[src/rtl/irq_sa_pkg.sv]
package irq_sa_pkg;
  localparam int unsigned STAT_W_DEF  = 8;
  localparam int unsigned FIXED_LO    = 4;  // low bits never gated per bit
  localparam int unsigned GATE_BIT    = 0;  // mask bit acting as global disable
  localparam int unsigned SW_BIT      = 2;

  localparam int unsigned EV_CMD_DONE = 7;
  localparam int unsigned EV_FRAME_RX = 6;
  localparam int unsigned EV_CU_IDLE  = 5;
  localparam int unsigned EV_RU_NRDY  = 4;
  localparam int unsigned EV_MGMT     = 3;
  localparam int unsigned EV_PAUSE    = 0;

  typedef enum logic {
    SEL_STAT = 1'b0,
    SEL_MASK = 1'b1
  } byte_sel_e;
endpackage

[src/rtl/irq_sa_status.sv]
module irq_sa_status #(
  parameter int unsigned STAT_W = 8
) (
  input  logic              clk_i,
  input  logic              rst_ni,
  input  logic [STAT_W-1:0] set_i,
  input  logic [STAT_W-1:0] clr_i,
  output logic [STAT_W-1:0] stat_o,
  output logic [STAT_W-1:0] stat_nxt_o
);
  logic [STAT_W-1:0] stat_q;

  // set after clear: an event beats an acknowledge of the same bit
  assign stat_nxt_o = (stat_q & ~clr_i) | set_i;

  always_ff @(posedge clk_i or negedge rst_ni) begin
    if (!rst_ni) stat_q <= '0;
    else         stat_q <= stat_nxt_o;
  end

  assign stat_o = stat_q;
endmodule

[src/rtl/irq_sa_mask.sv]
module irq_sa_mask #(
  parameter int unsigned STAT_W = 8
) (
  input  logic              clk_i,
  input  logic              rst_ni,
  input  logic              we_i,
  input  logic [STAT_W-1:0] data_i,
  output logic [STAT_W-1:0] mask_o
);
  logic [STAT_W-1:0] mask_q;

  always_ff @(posedge clk_i or negedge rst_ni) begin
    if (!rst_ni)   mask_q <= '0;
    else if (we_i) mask_q <= data_i;
  end

  assign mask_o = mask_q;
endmodule

[src/rtl/irq_sa_line.sv]
module irq_sa_line #(
  parameter int unsigned STAT_W   = 8,
  parameter int unsigned FIXED_LO = 4,
  parameter int unsigned GATE_BIT = 0
) (
  input  logic              clk_i,
  input  logic              rst_ni,
  input  logic [STAT_W-1:0] stat_nxt_i,
  input  logic [STAT_W-1:0] mask_i,
  input  logic              evt_any_i,
  input  logic              ack_i,
  output logic              irq_o
);
  logic [STAT_W-1:0] pass;
  logic              cond;
  logic              irq_d;
  logic              irq_q;

  for (genvar i = 0; i < STAT_W; i++) begin : g_pass
    if (i < FIXED_LO) begin : g_fixed
      assign pass[i] = 1'b1;
    end else begin : g_gated
      assign pass[i] = ~mask_i[i];
    end
  end

  assign cond = (|(stat_nxt_i & pass)) & ~mask_i[GATE_BIT];

  always_comb begin
    irq_d = irq_q;
    if (evt_any_i)                 irq_d = cond;
    else if (ack_i && ~|stat_nxt_i) irq_d = 1'b0;
  end

  always_ff @(posedge clk_i or negedge rst_ni) begin
    if (!rst_ni) irq_q <= 1'b0;
    else         irq_q <= irq_d;
  end

  assign irq_o = irq_q;
endmodule

[src/rtl/irq_stat_ack_ctrl.sv]
module irq_stat_ack_ctrl
  import irq_sa_pkg::*;
#(
  parameter int unsigned STAT_W = STAT_W_DEF
) (
  input  logic              clk_i,
  input  logic              rst_ni,
  input  logic [STAT_W-1:0] evt_i,
  input  logic              sw_req_i,
  input  logic              wr_en_i,
  input  logic              wr_sel_i,
  input  logic [STAT_W-1:0] wr_data_i,
  input  logic              rd_sel_i,
  output logic [STAT_W-1:0] rd_data_o,
  output logic              irq_o
);
  logic [STAT_W-1:0] set_vec;
  logic [STAT_W-1:0] clr_vec;
  logic [STAT_W-1:0] stat_q;
  logic [STAT_W-1:0] stat_nxt;
  logic [STAT_W-1:0] mask_q;
  logic              ack_we;
  logic              mask_we;
  logic              evt_any;

  assign ack_we  = wr_en_i & (wr_sel_i == SEL_STAT);
  assign mask_we = wr_en_i & (wr_sel_i == SEL_MASK);

  always_comb begin
    set_vec         = evt_i;
    set_vec[SW_BIT] = evt_i[SW_BIT] | sw_req_i;
  end

  assign clr_vec = ack_we ? wr_data_i : '0;
  assign evt_any = |set_vec;

  irq_sa_status #(.STAT_W(STAT_W)) u_status (
    .clk_i      (clk_i),
    .rst_ni     (rst_ni),
    .set_i      (set_vec),
    .clr_i      (clr_vec),
    .stat_o     (stat_q),
    .stat_nxt_o (stat_nxt)
  );

  irq_sa_mask #(.STAT_W(STAT_W)) u_mask (
    .clk_i  (clk_i),
    .rst_ni (rst_ni),
    .we_i   (mask_we),
    .data_i (wr_data_i),
    .mask_o (mask_q)
  );

  irq_sa_line #(
    .STAT_W   (STAT_W),
    .FIXED_LO (FIXED_LO),
    .GATE_BIT (GATE_BIT)
  ) u_line (
    .clk_i      (clk_i),
    .rst_ni     (rst_ni),
    .stat_nxt_i (stat_nxt),
    .mask_i     (mask_q),
    .evt_any_i  (evt_any),
    .ack_i      (ack_we),
    .irq_o      (irq_o)
  );

  assign rd_data_o = (rd_sel_i == SEL_MASK) ? mask_q : stat_q;
endmodule

[config.mk]
export PLATFORM = sky130hd
export DESIGN_NAME = irq_stat_ack_ctrl
export DESIGN_NICKNAME = d
export VERILOG_FILES = /design/src/rtl/irq_sa_pkg.sv /design/src/rtl/irq_sa_status.sv /design/src/rtl/irq_sa_mask.sv /design/src/rtl/irq_sa_line.sv /design/src/rtl/irq_stat_ack_ctrl.sv
export SDC_FILE = /design/constraint.sdc
export NUM_CORES = 1
export LEC_CHECK = 0
export BUFFER_PORTS_ARGS = -buffer_cell sky130_fd_sc_hd__buf_2
export CORE_MARGIN = 2
export CORE_UTILIZATION = 35
export CTS_BUF_LIST = sky130_fd_sc_hd__clkbuf_16
export CTS_CLUSTER_DIAMETER = 200
export DETAILED_ROUTE_END_ITERATION = 8
export HOLD_SLACK_MARGIN = 0.06
export PLACE_DENSITY_LB_ADDON = 0.2
export SLEW_MARGIN = 20
export SYNTH_ARGS = -nofsm -noshare
export SYNTH_HDL_FRONTEND = slang
export SYNTH_HIERARCHICAL = 1
export SYNTH_SLANG_ARGS = --single-unit
[constraint.sdc]
create_clock -name clk_i -period 1.2 [get_ports clk_i]
set_input_delay 0.06 -clock clk_i [delete_from_list [all_inputs] [get_ports clk_i]]
set_output_delay 0.06 -clock clk_i [all_outputs]
set_load 0.01 [all_outputs]
# ---- Word-level counts from Yosys, hierarchy flattened
# Index checks and enable logic that the tools add are counted.
dict set report totals {
  input_bits 22
  wordCells 27
  reg_bits 17
  output_inout_bits 9
}
dict set report classes {
  n_bitwise 14
  n_reduce_logical 6
  mux 4
}
# op count
set ops {}
lappend ops {{OR reduction 8 bit} 3}
lappend ops {{bitwise AND 8 bit} 2}
lappend ops {{two-way mux 8 bit} 2}
lappend ops {{NOT 8 bit} 1}
lappend ops {{OR 8 bit} 1}
lappend ops {{NOT 1 bit} 6}
lappend ops {{bitwise AND 1 bit} 3}
lappend ops {{two-way mux 1 bit} 2}
lappend ops {{nonzero test 2 bit} 1}
lappend ops {{logical AND 1 bit} 1}
lappend ops {{logical NOT 1 bit} 1}
lappend ops {{OR 1 bit} 1}

# ---- Logic depth before layout (Yosys ltp)
# Gate-level depths: netlist of run 1.
dict set report logic_depth {
  ltp_word 11
  mapped_depth 8
  depth_no_buf 7
}

# ---- Modules after synthesis
# Netlist of run 1, hierarchy kept.
# module cells_each seq_area_each_um2 n_inst area_per_inst_um2
set modules_own_cells {}
lappend modules_own_cells {irq_sa_mask 17 200.2 1 331.6}
lappend modules_own_cells {irq_sa_status 24 200.2 1 290.3}
lappend modules_own_cells {irq_stat_ack_ctrl 24 0.0 1 226.5}
lappend modules_own_cells {irq_sa_line 13 25.0 1 113.9}

# ---- Least setup slack after synthesis of run 1
# OpenSTA, ideal clock, no wires.
dict set report synth_timing {
  path_type {input -> register}
  startpoint {in wr_en_i}
  endpoint {reg u_line.irq_q, in the netlist u_line/irq_o}
  path_buffers 1
  path_stages 8
  arrival_time_ns 1.239
  slack_ns -0.171
  setup_ns 0.131
  required_ns 1.069
  cell_sequence {nor2b_1 > buf_4 > and2_1 > inv_1 > a21o_1 > nor4_2 > a21oi_1 > or3_1}
}
dict set report synth_between {
  elab_chain_len 9
  elab_cells_between_ends 13
  cone_classes {2 x mux; 6 x bitwise; 5 x reduce/logical}
}
# item line
set synth_lines {}
lappend synth_lines {{start: declaration} irq_stat_ack_ctrl.sv:10} ;# input logic wr_en_i,
lappend synth_lines {{bitwise AND 1 bit (*)} irq_stat_ack_ctrl.sv:26} ;# assign ack_we = wr_en_i & (wr_sel_i == SEL_STAT);
lappend synth_lines {{named net ack_we} irq_stat_ack_ctrl.sv:22} ;# logic ack_we;
lappend synth_lines {{two-way mux 8 bit (*)} irq_stat_ack_ctrl.sv:34} ;# assign clr_vec = ack_we ? wr_data_i : '0;
lappend synth_lines {{named net clr_vec[1]} irq_stat_ack_ctrl.sv:18} ;# logic [STAT_W-1:0] clr_vec;
lappend synth_lines {{NOT 8 bit (*)} irq_sa_status.sv:14} ;# assign stat_nxt_o = (stat_q & ~clr_i) | set_i;
lappend synth_lines {{bitwise AND 8 bit (*)} irq_sa_status.sv:14}
lappend synth_lines {{OR 8 bit (*)} irq_sa_status.sv:14}
lappend synth_lines {{named net stat_nxt[1]} irq_stat_ack_ctrl.sv:20} ;# logic [STAT_W-1:0] stat_nxt;
lappend synth_lines {{bitwise AND 8 bit or OR reduction 8 bit (tied branches)} {irq_sa_line.sv:27, irq_sa_line.sv:32}}
lappend synth_lines {{OR reduction 8 bit or logical NOT 1 bit (tied branches)} {irq_sa_line.sv:27, irq_sa_line.sv:32}}
lappend synth_lines {{bitwise AND 1 bit or logical AND 1 bit (tied branches)} {irq_sa_line.sv:27, irq_sa_line.sv:32}}
lappend synth_lines {{two-way mux 1 bit or nonzero test 2 bit (tied branches)} -}
lappend synth_lines {{end signal: assignment} irq_sa_line.sv:37} ;# else irq_q <= irq_d;
lappend synth_lines {{end: declaration} irq_sa_line.sv:17} ;# logic irq_q;
# The timed path passes the listed nets; every way through them passes the cells marked *.
# A chain may end at the register's enable or synchronous reset.

# ---- Final worst setup path of run 1
dict set report layout_timing {
  startpoint {reg u_status.stat_q[4], in the netlist u_status/stat_o[4]}
  endpoint {reg u_line.irq_q, in the netlist u_line/irq_o}
}
dict set report layout_between {
  elab_chain_len 6
  elab_cells_between_ends 10
  cone_classes {1 x mux; 4 x bitwise; 5 x reduce/logical}
}
# item line
set layout_lines {}
lappend layout_lines {{start: declaration} irq_sa_status.sv:11} ;# logic [STAT_W-1:0] stat_q;
lappend layout_lines {{start signal: assignment} irq_sa_status.sv:18} ;# else stat_q <= stat_nxt_o;
lappend layout_lines {{bitwise AND 8 bit (*)} irq_sa_status.sv:14}
lappend layout_lines {{OR 8 bit (*)} irq_sa_status.sv:14}
lappend layout_lines {{named net stat_nxt[4]} irq_stat_ack_ctrl.sv:20}
lappend layout_lines {{bitwise AND 8 bit or OR reduction 8 bit (tied branches)} {irq_sa_line.sv:27, irq_sa_line.sv:32}}
lappend layout_lines {{OR reduction 8 bit or logical NOT 1 bit (tied branches)} {irq_sa_line.sv:27, irq_sa_line.sv:32}}
lappend layout_lines {{bitwise AND 1 bit or logical AND 1 bit (tied branches)} {irq_sa_line.sv:27, irq_sa_line.sv:32}}
lappend layout_lines {{two-way mux 1 bit or nonzero test 2 bit (tied branches)} -}
# Marks and branches as above.

==> impl_results.md, run 1 <==
- Status: finished with violations
- Failing checks: negative setup slack
- Synth area leaders: dfrtp_1, mux2_4, a21o_1, and2_1, nand2b_1
- Hold Path Depth: 2
- Crit. End Element: flop
- Vias in the first global route: 763
- Antenna diodes: 0
- CP required: 1.32 ns
- Place WS: -0.3824 ns
- Number of CTS-inserted buffers: 3
- Synthesized area: 962.2 um^2
- First-pass GRT wire length: 3.532 mm
- Syn Nets: 100
- Crit path kind: flop to flop
- Vias per cell: 4.812
- Crit path max-delay cell type: dfrtp_1
- Met1 usage: 0.1764
- Final ANT Viol Nets: 0
- HPWL after detailed placement: 1.538 mm
- Die width: 56.43 um
- R2R depth: 4
- CTS tree: yes
- CP max FO: 3
- Yosys top cell by area: dfrtp_1
- Core area: 2686 um^2
- Slowest stage delay, CP: 0.38 ns
- Met2 GRT Util: 0.2525
- CTS H-tree lvls: 1
- Total GRT Usage: 0.1433
- Minimum clock period: 1.401 ns
- Final hold slack: 0.05771 ns
- R2R Setup Slk: -0.20 ns
- Max-slew violation count: 0
- Post-layout total power: 1693 uW
- Hold Path End: u_mask/mask_o[5]$_DFFE_PN0P_
- Hold Path Class: input port to flop
- PnR worst setup slack: -0.2014 ns
- Vias: 717
- Die Y: 56.43 um
- Gr busiest metal: met2
- Die ar.: 3184 um^2
- Final hold viol count: 0
- Sequential fraction of the synthesis area: 0.4421
- Cell breakdown of the critical path: a21o_1, nor4_2, a21oi_1, or3_1
- CP Data Arrival Time: 1.52 ns
- Final setup vio count: 2
- NumNets Final: 141
- #FFs+latches synth: 17
- Tcrit/Tclk final: 1.168
- Routing usage on met3: 0.02074
- 1st-iter DRT viols: 5
- Setup TNS: -0.2094 ns
- Most frequent cells in the layout: buf_2, dfrtp_1, mux2_4, and2_1, inv_1
- I/O Buffers: 30
- Ratio of cells with drive above 1 in the final layout: 0.4915
- Initial Utilization: 0.3582
- Unique masters post-synth: 18
- Commonest non-fill, non-tap cell in the layout: buf_2
- Worst Min Path Start: wr_data_i[5]
- Initial antenna violation count: 0
- Clk buf depth: 2
- R2R Path End: u_line/irq_o$_DFFE_PN0P_
- Routed WL: 2.177 mm
- Clk pin slew, worst setup/hold paths: 0.05 ns
- Post-Syn Instances: 78
- Worst-Skew Late Latency: 0.24 ns
- RSZ-0062 raised after global routing: yes
- Synthesized area per cell: 12.34 um^2
- Worst Skew: 0.002365 ns
- Worst setup SP type: flop
- F_max: 713.6 MHz
- I/O pin total: 31
- Layout area overhead: 35.63%
- # DRC: 0
- Per-cell routed wire length: 14.61 um
- Pre-antenna DRT Iters: 4
- Root Driver: clkbuf_16
- PD cells: 1298 nW/um^2
- R2r startpoint: u_status/stat_o[4]$_DFF_PN0_
- Rel. slew slack: 0.6253
- VDD IR max: 633.8 uV
- Synth warn: 6
- Synth top area share: 0.4421
- Site Rows: 19
- MaxCap Viol Count: 0
- Static leakage: 0.0006116 uW
- Sink Count: 17
- Worst Max-Slew Pin Slew: 0.5620 ns
- Gr ovfl total: 0
- Final Util: 0.4858
- Largest net degree at the start of global routing: 18
- Routability Congestion: 0.7716
==> synthesized netlist by cell type (all sizes together) <==
| library cell | n |
|---|---|
| or2b | 1 |
| dfrtp | 17 |
| or3 | 1 |
| nor2b | 1 |
| mux2 | 16 |
| a21o | 8 |
| nor4 | 3 |
| and2 | 9 |
| or2 | 1 |
| buf | 3 |
| inv | 8 |
| nand2b | 5 |
| a41oi | 1 |
| a21oi | 2 |
| nor3 | 1 |
| nand3b | 1 |
==> what timing repair did <==
| action | 4_1_cts | 5_1_grt |
|---|---|---|
| endpoints found under the setup margin | 3 | 3 |
| hold buffers | 3 | 0 |
| endpoints found under the hold margin | 20 | 0 |
| pin swaps | 1 | 7 |
| resized for setup | 2 | 6 |
| setup buffers | 0 | 3 |
| cloned | 0 | 1 |
==> sequential cells by signal, summed over array words and instances, names as in the netlist <==
signal and count:
u_line/irq_o 1, u_mask/mask_o 8, u_status/stat_o 8
==> stage by stage <==
stage / instances / cell area, um^2
2_1_floorplan: 78 / 962.2
3_3_place_gp: 140 / 1151
3_5_place_dp: 140 / 1151
4_1_cts: 147 / 1272
5_1_grt: 149 / 1305
6_report: 149 / 1305
==> report_power, final <==
part / switching, uW / leakage, uW / internal [uW] / total, uW
sequential: 39.5 / 0.000179 / 633 / 673
combinational: 138 / 0.000390 / 226 / 364
clock: 215 / 0.0000423 / 442 / 657
total: 392 / 0.000612 / 1300 / 1690
==> how the worst max path moves through the flow <==
stage                                       startpoint                  endpoint  slack (ns)  cells after the start
final                     u_status/stat_o[4]$_DFF_PN0_  u_line/irq_o$_DFFE_PN0P_       -0.20                      4
after global routing                          wr_sel_i  u_line/irq_o$_DFFE_PN0P_       -0.29                      9
after floorplan                                wr_en_i  u_line/irq_o$_DFFE_PN0P_       -0.15                      8
after CTS                 u_status/stat_o[1]$_DFF_PN0_  u_line/irq_o$_DFFE_PN0P_       -0.18                      4
after detailed placement                      wr_sel_i  u_line/irq_o$_DFFE_PN0P_       -0.38                      9
after global placement                        wr_sel_i  u_line/irq_o$_DFFE_PN0P_       -0.34                      9
==> final cells by class <==
cell class	count	area (um^2)
Fill cell	273	1381
Sequential cell	17	425.4
Tap cell	31	38.79
Multi-Input combinational cell	50	484.2
Clock inverter	1	3.754
Clock buffer	3	75.07
Inverter	8	30.03
Timing Repair Buffer	39	247.7
==> cells by family after synthesis <==
family | after synthesis | synth area share
buffers and inverters | 11 | 0.06242
multiplexers | 16 | 0.2497
flip-flops | 17 | 0.4421
AND/OR/NAND/NOR | 23 | 0.1639
AO/OA/AOI/OAI | 11 | 0.08193
==> worst max-delay path, delay by kind of cell, from the launching register on <==
family,cells,cell delay (ns)
AND/OR/NAND/NOR,2,0.59
flip-flops,1,0.38
AO/OA/AOI/OAI,2,0.30
==> layer usage <==
metal  wire length (um)  vias up
met5                  0        -
met4                 11        0
met3                 77        2
met2               1138       16
met1                949      351
li1                   -      348
No activity file was read; power rests on OpenSTA's default activity.
==> inputs of run 2 (changes only) <==
--- a/config.mk
+++ b/config.mk
@@ -6,6 +6,7 @@
 export NUM_CORES = 1
 export LEC_CHECK = 0
 export BUFFER_PORTS_ARGS = -buffer_cell sky130_fd_sc_hd__buf_2
+export CORE_ASPECT_RATIO = 1.25
 export CORE_MARGIN = 2
 export CORE_UTILIZATION = 35
 export CTS_BUF_LIST = sky130_fd_sc_hd__clkbuf_16
==> impl_results.md, run 2 (same netlist as run 1, synthesis figures left out) <==
- Status: finished with violations
- Failing checks: negative setup slack
- CP max FO: 3 (unchanged)
- Worst Max-Slew Pin Slew: 0.5979 ns (+0.03581 ns)
- Die ar.: 3187 um^2 (about the same)
- Sink Count: 17 (unchanged)
- Place WS: -0.4026 ns (-0.02014 ns)
- I/O Buffers: 30 (unchanged)
- Site Rows: 21 (+2)
- Layout area overhead: 37.97%
- Worst setup SP type: flop
- Vias per cell: 4.532 (-5.8%)
- Rel. slew slack: 0.6014 (-0.02387)
- Placed instance count: 144 (+2.9%)
- NumNets Final: 143 (+1.4%)
- PnR worst setup slack: -0.2574 ns (-0.05605 ns)
- CP required: 1.32 ns (about the same)
- Die width: 50.90 um (-9.8%)
- HPWL after detailed placement: 1.534 mm (-0.26%)
- Max-slew violation count: 0 (unchanged)
- Final hold viol count: 0 (unchanged)
- PD cells: 1265 nW/um^2 (-2.5%)
- Antenna diodes: 0 (unchanged)
- 1st-iter DRT viols: 5 (unchanged)
- Cell breakdown of the critical path: a21o_1, nor4_2, a21oi_1, or3_1
- Clk pin slew, worst setup/hold paths: 0.05 ns (about the same)
- Initial Utilization: 0.3626 (+0.004391)
- Crit path kind: flop to flop
- Pre-antenna DRT Iters: 2 (-2)
- Vias in the first global route: 731 (-4.2%)
- Routed WL: 2.047 mm (-6.0%)
- Placed Area: 1162 um^2 (+0.98%)
- Number of CTS-inserted buffers: 3 (unchanged)
- Vias: 698 (-2.6%)
- Final ANT Viol Nets: 0 (unchanged)
- Fill count: 256 (-6.2%)
- CTS H-tree lvls: 1 (unchanged)
- MaxCap Viol Count: 0 (unchanged)
- Worst Setup SP: u_status/stat_o[6]$_DFF_PN0_
- Final setup vio count: 1 (-1)
- # DRC: 0 (unchanged)
- Total GRT Usage: 0.1460 (+0.002678)
- I/O pin total: 31 (unchanged)
- Hold Path Class: input port to flop
- Commonest non-fill, non-tap cell in the layout: buf_2
- Most frequent cells in the layout: buf_2, dfrtp_1, mux2_4, and2_1, inv_1
- Static leakage: 0.0006176 uW (+0.98%)
- Largest net degree at the start of global routing: 18 (unchanged)
- Clk buf depth: 2 (unchanged)
- R2r startpoint: u_status/stat_o[6]$_DFF_PN0_
- Die Y: 62.62 um (+11%)
- Post-route cell area: 1328 um^2 (+1.7%)
- Ratio of cells with drive above 1 in the final layout: 0.4833 (-0.008192)
- First-pass GRT wire length: 3.408 mm (-3.5%)
- Worst-Skew Late Latency: 0.24 ns (about the same)
- Tcrit/Tclk final: 1.215 (+0.04671)
- Final Non-Filler Cells: 154 (+3.4%)
- F_max: 686.1 MHz (-3.8%)
- VDD IR max: 748.5 uV (+18%)
- Final Util: 0.5002 (+0.01444)
- Initial antenna violation count: 0 (unchanged)
- Root Driver: clkbuf_16
- Crit path max-delay cell type: dfrtp_1
- CP Data Arrival Time: 1.58 ns (+0.06 ns)
- Post-layout total power: 1679 uW (-0.85%)
- Routability Congestion: 0.8122 (+5.3%)
- Crit. End Element: flop
- Slowest stage delay, CP: 0.37 ns (about the same)
- CTS tree: yes
- RSZ-0062 raised after global routing: yes
- Gr ovfl total: 0 (unchanged)
- WP buf/inv: 0 (unchanged)
- Core area: 2654 um^2 (-1.2%)
- Worst Skew: 0.002521 ns (+0.0001562 ns)
- Critical path's top delay family: simple AND/OR/NAND/NOR gates
- Minimum clock period: 1.457 ns (+0.05605 ns)
- Worst Min Path Start: wr_data_i[1]
- Per-cell routed wire length: 13.29 um (-9.0%)
==> run 2: worst paths after layout <==
check	endpoint	slack, ns	cells past startpoint
max reg2reg	u_line/irq_o$_DFFE_PN0P_	-0.26	4
max	u_line/irq_o$_DFFE_PN0P_	-0.26	4
max in group asynchronous	u_mask/mask_o[5]$_DFFE_PN0P_	0.66	2
min in group asynchronous	u_mask/mask_o[1]$_DFFE_PN0P_	0.27	2
min reg2reg	u_mask/mask_o[3]$_DFFE_PN0P_	0.51	1
min	u_mask/mask_o[1]$_DFFE_PN0P_	0.06	2
==> run 2: layer usage <==
metal	part of all wire	track usage	up-vias
met5	0	0	-
met4	0.013	0.07095	0
met3	0.038	0.02632	2
met2	0.53	0.2467	18
met1	0.41	0.1748	329
li1	-	-	349
==> run 2: power by group <==
group          leakage, uW  switching, uW  internal (uW)
clock            0.0000423            199            441
combinational     0.000396            136            232
sequential        0.000179           37.7            633
==> run 2: timing repair <==
action                                  4_1_cts  5_1_grt
hold buffers                                  4        0
endpoints found under the setup margin        2        3
pin swaps                                     2        3
buffers inserted                              0        2
gates resized for setup                       1        2
endpoints found under the hold margin        20        0
==> run 2: final cells by class <==
cell class,instances,area [um^2],share of cell area
clock buffers,3,75.07,0.05655
well taps,34,42.54,0.03205
multi-input cells,50,476.7,0.3591
clock inverters,1,3.754,0.002828
flip-flops and latches,17,425.4,0.3205
repair buffers,41,274.0,0.2064
inverters,8,30.03,0.02262
==> run 2: through the flow <==
step / TNS, ns / hold slack, ns
after floorplan: -0.1467 / -0.2356
after global placement: -0.3555 / 0.009730
after detailed placement: -0.4026 / 0.005481
after CTS: -0.2186 / 0.06082
after global routing: -0.3540 / 0.06375
final: -0.2574 / 0.05995
==> inputs of run 3 (changes only) <==
--- a/config.mk
+++ b/config.mk
@@ -5,7 +5,7 @@
 export SDC_FILE = /design/constraint.sdc
 export NUM_CORES = 1
 export LEC_CHECK = 0
-export BUFFER_PORTS_ARGS = -buffer_cell sky130_fd_sc_hd__buf_2
+export BUFFER_PORTS_ARGS = -buffer_cell sky130_fd_sc_hd__clkbuf_2
 export CORE_ASPECT_RATIO = 1.25
 export CORE_MARGIN = 2
 export CORE_UTILIZATION = 35
==> impl_results.md, run 3 (same netlist as run 1, synthesis figures left out) <==
- First-pass GRT wire length: 3.581 mm (+5.1%)
- Per-cell routed wire length: 13.46 um (+1.3%)
- P_int: 1316 uW (+0.76%)
- Rel. slew slack: 0.6068 (+0.005365)
- Max-slew violation count: 0 (unchanged)
- Routed WL: 2.140 mm (+4.5%)
- Layout area overhead: 43.30%
- Worst setup path endpoint: u_line/irq_o$_DFFE_PN0P_
- Gr ovfl total: 0 (unchanged)
- # DRC: 0 (unchanged)
- Worst Max-Slew Pin Slew: 0.5898 ns (-0.008047 ns)
- Sw frac: 0.2285 (+0.006535)
- Die width: 50.90 um (unchanged)
- Placed instance count: 144 (unchanged)
- Comb pwr share: 0.222 (+0.003)
- PD cells: 1237 nW/um^2 (-2.2%)
- R2R Setup Slk: -0.25 ns (about the same)
- Setup TNS: -0.3657 ns (-0.1083 ns)
- Routability Congestion: 0.8080 (-0.52%)
- Seq. cell area: 425.4 um^2 (unchanged)
- Tcrit/Tclk final: 1.205 (-0.009958)
- R2r startpoint: u_status/stat_o[6]$_DFF_PN0_
- Status: finished with violations
- Pre-antenna DRT Iters: 4 (+2)
- Root Driver: clkbuf_16
- Core area: 2654 um^2 (unchanged)
- Die ar.: 3187 um^2 (unchanged)
- Crit. End Element: flop
- F_max: 691.8 MHz (+0.83%)
- Vias: 728 (+4.3%)
- Worst setup SP type: flop
- Site Rows: 21 (unchanged)
- VDD IR max: 1004 uV (+34%)
- Clk buf depth: 2 (unchanged)
- Final Non-Filler Cells: 159 (+3.2%)
- HPWL after detailed placement: 1.574 mm (+2.7%)
- CTS tree: yes
- Sequential Power Share: 0.393 (-0.007)
- R2R depth: 4 (unchanged)
- Largest net degree at the start of global routing: 18 (unchanged)
- Static leakage: 0.0006551 uW (+6.1%)
- Final hold viol count: 0 (unchanged)
- Ratio of cells with drive above 1 in the final layout: 0.5120 (+0.02867)
- Fill count: 244 (-4.7%)
- Worst Setup SP: u_status/stat_o[6]$_DFF_PN0_
- Switch Pwr: 389.7 uW (+4.6%)
- I/O Buffers: 30 (unchanged)
- Minimum clock period: 1.445 ns (-0.01195 ns)
- 1st-iter DRT viols: 6 (+1)
- Clk pin slew, worst setup/hold paths: 0.05 ns (about the same)
- Number of CTS-inserted buffers: 3 (unchanged)
- Worst Min Path Start: evt_i[3]
- R2R Path End: u_line/irq_o$_DFFE_PN0P_
- Multi-input gate area: 486.7 um^2 (+2.1%)
- Vias per cell: 4.579 (+1.0%)
- CP max FO: 3 (unchanged)
- Total GRT Usage: 0.1535 (+0.007526)
- RSZ-0062 raised after global routing: yes
- Crit path kind: flop to flop
- CTS H-tree lvls: 1 (unchanged)
- CP required: 1.32 ns (about the same)
- Clock power share: 0.385 (+0.004)
- Failing checks: negative setup slack
- Final Util: 0.5196 (+0.01933)
- Die Y: 62.62 um (unchanged)
- PnR worst setup slack: -0.2455 ns (+0.01195 ns)
- MaxCap Viol Count: 0 (unchanged)
- Worst Skew: 0.0005996 ns (-0.001921 ns)
- Sink Count: 17 (unchanged)
- Final setup vio count: 2 (+1)
- I/O pin total: 31 (unchanged)
- Most frequent cells in the layout: clkbuf_2, dfrtp_1, mux2_4, inv_1, buf_4
- NumNets Final: 148 (+3.5%)
- Antenna diodes: 0 (unchanged)
- Vias in the first global route: 805 (+10%)
- Commonest non-fill, non-tap cell in the layout: clkbuf_2
- CP Data Arrival Time: 1.57 ns (about the same)
- Final ANT Viol Nets: 0 (unchanged)
- Hold Path Class: input port to flop
- Initial antenna violation count: 0 (unchanged)
- Worst-Skew Late Latency: 0.25 ns (about the same)
- Initial Utilization: 0.3626 (unchanged)
run 3: cell type report:
| cell class | instances | share of cell area |
|---|---|---|
| multi-input combinational | 50 | 0.3530 |
| sequential | 17 | 0.3085 |
| timing repair buffer | 46 | 0.2287 |
| clock buffer | 3 | 0.05445 |
| tap | 34 | 0.03085 |
| inverter | 8 | 0.02178 |
| clock inverter | 1 | 0.002722 |
run 3: critical path, cell delays in order (launching register included):
cell     delay (ns)
dfrtp_1        0.38
a21o_1         0.20
nor4_2         0.28
a21oi_1        0.10
or3_1          0.37
run 3: per-stage QoR:
stage | area, um^2 | power [uW] | setup WS, ns | hold slack, ns
after floorplan | 962.2 | 891.8 | -0.1467 | -0.2356
after global placement | 1162 | 1011 | -0.3495 | 0.02369
after detailed placement | 1162 | 1017 | -0.3804 | 0.02758
after CTS | 1306 | 1700 | -0.2086 | 0.05935
after global routing | 1379 | 1794 | -0.2820 | 0.06845
final | 1379 | 1706 | -0.2455 | 0.05958
run 3: how the worst min path moves through the flow:
stage	cells after the start	slack (ns)	endpoint
after detailed placement	1	0.03	u_mask/mask_o[1]$_DFFE_PN0P_
after floorplan	0	-0.24	u_line/irq_o$_DFFE_PN0P_
after CTS	2	0.06	u_status/stat_o[3]$_DFF_PN0_
after global placement	1	0.02	u_mask/mask_o[1]$_DFFE_PN0P_
after global routing	2	0.07	u_mask/mask_o[4]$_DFFE_PN0P_
final	2	0.06	u_status/stat_o[3]$_DFF_PN0_
run 3: power by group through the flow:
| stage | Combinational [uW] | Clock (uW) | Sequential (uW) |
|---|---|---|---|
| 6_report | 379 | 656 | 671 |
| 3_5_place_dp | 336 | 0 | 681 |
| 4_1_cts | 354 | 674 | 672 |
| 3_3_place_gp | 332 | 0 | 679 |
| 5_1_grt | 413 | 700 | 681 |
| 2_1_floorplan | 221 | 0 | 671 |
run 3: metal layers:
layer  routed length (um)  GRT usage  vias to the layer above
li1                     -          -                      360
met1                  865     0.1768                      344
met2                 1147     0.2566                       20
met3                   64    0.02392                        4
met4                   63     0.1014                        0
met5                    0          0                        -
run 3: timing repair:
| item | CTS | global route |
|---|---|---|
| endpoints found under the hold margin | 22 | 0 |
| endpoints found under the setup margin | 2 | 4 |
| hold buffers | 5 | 0 |
| setup buffers | 2 | 4 |
| pin swaps | 2 | 9 |
| resized for setup | 0 | 12 |
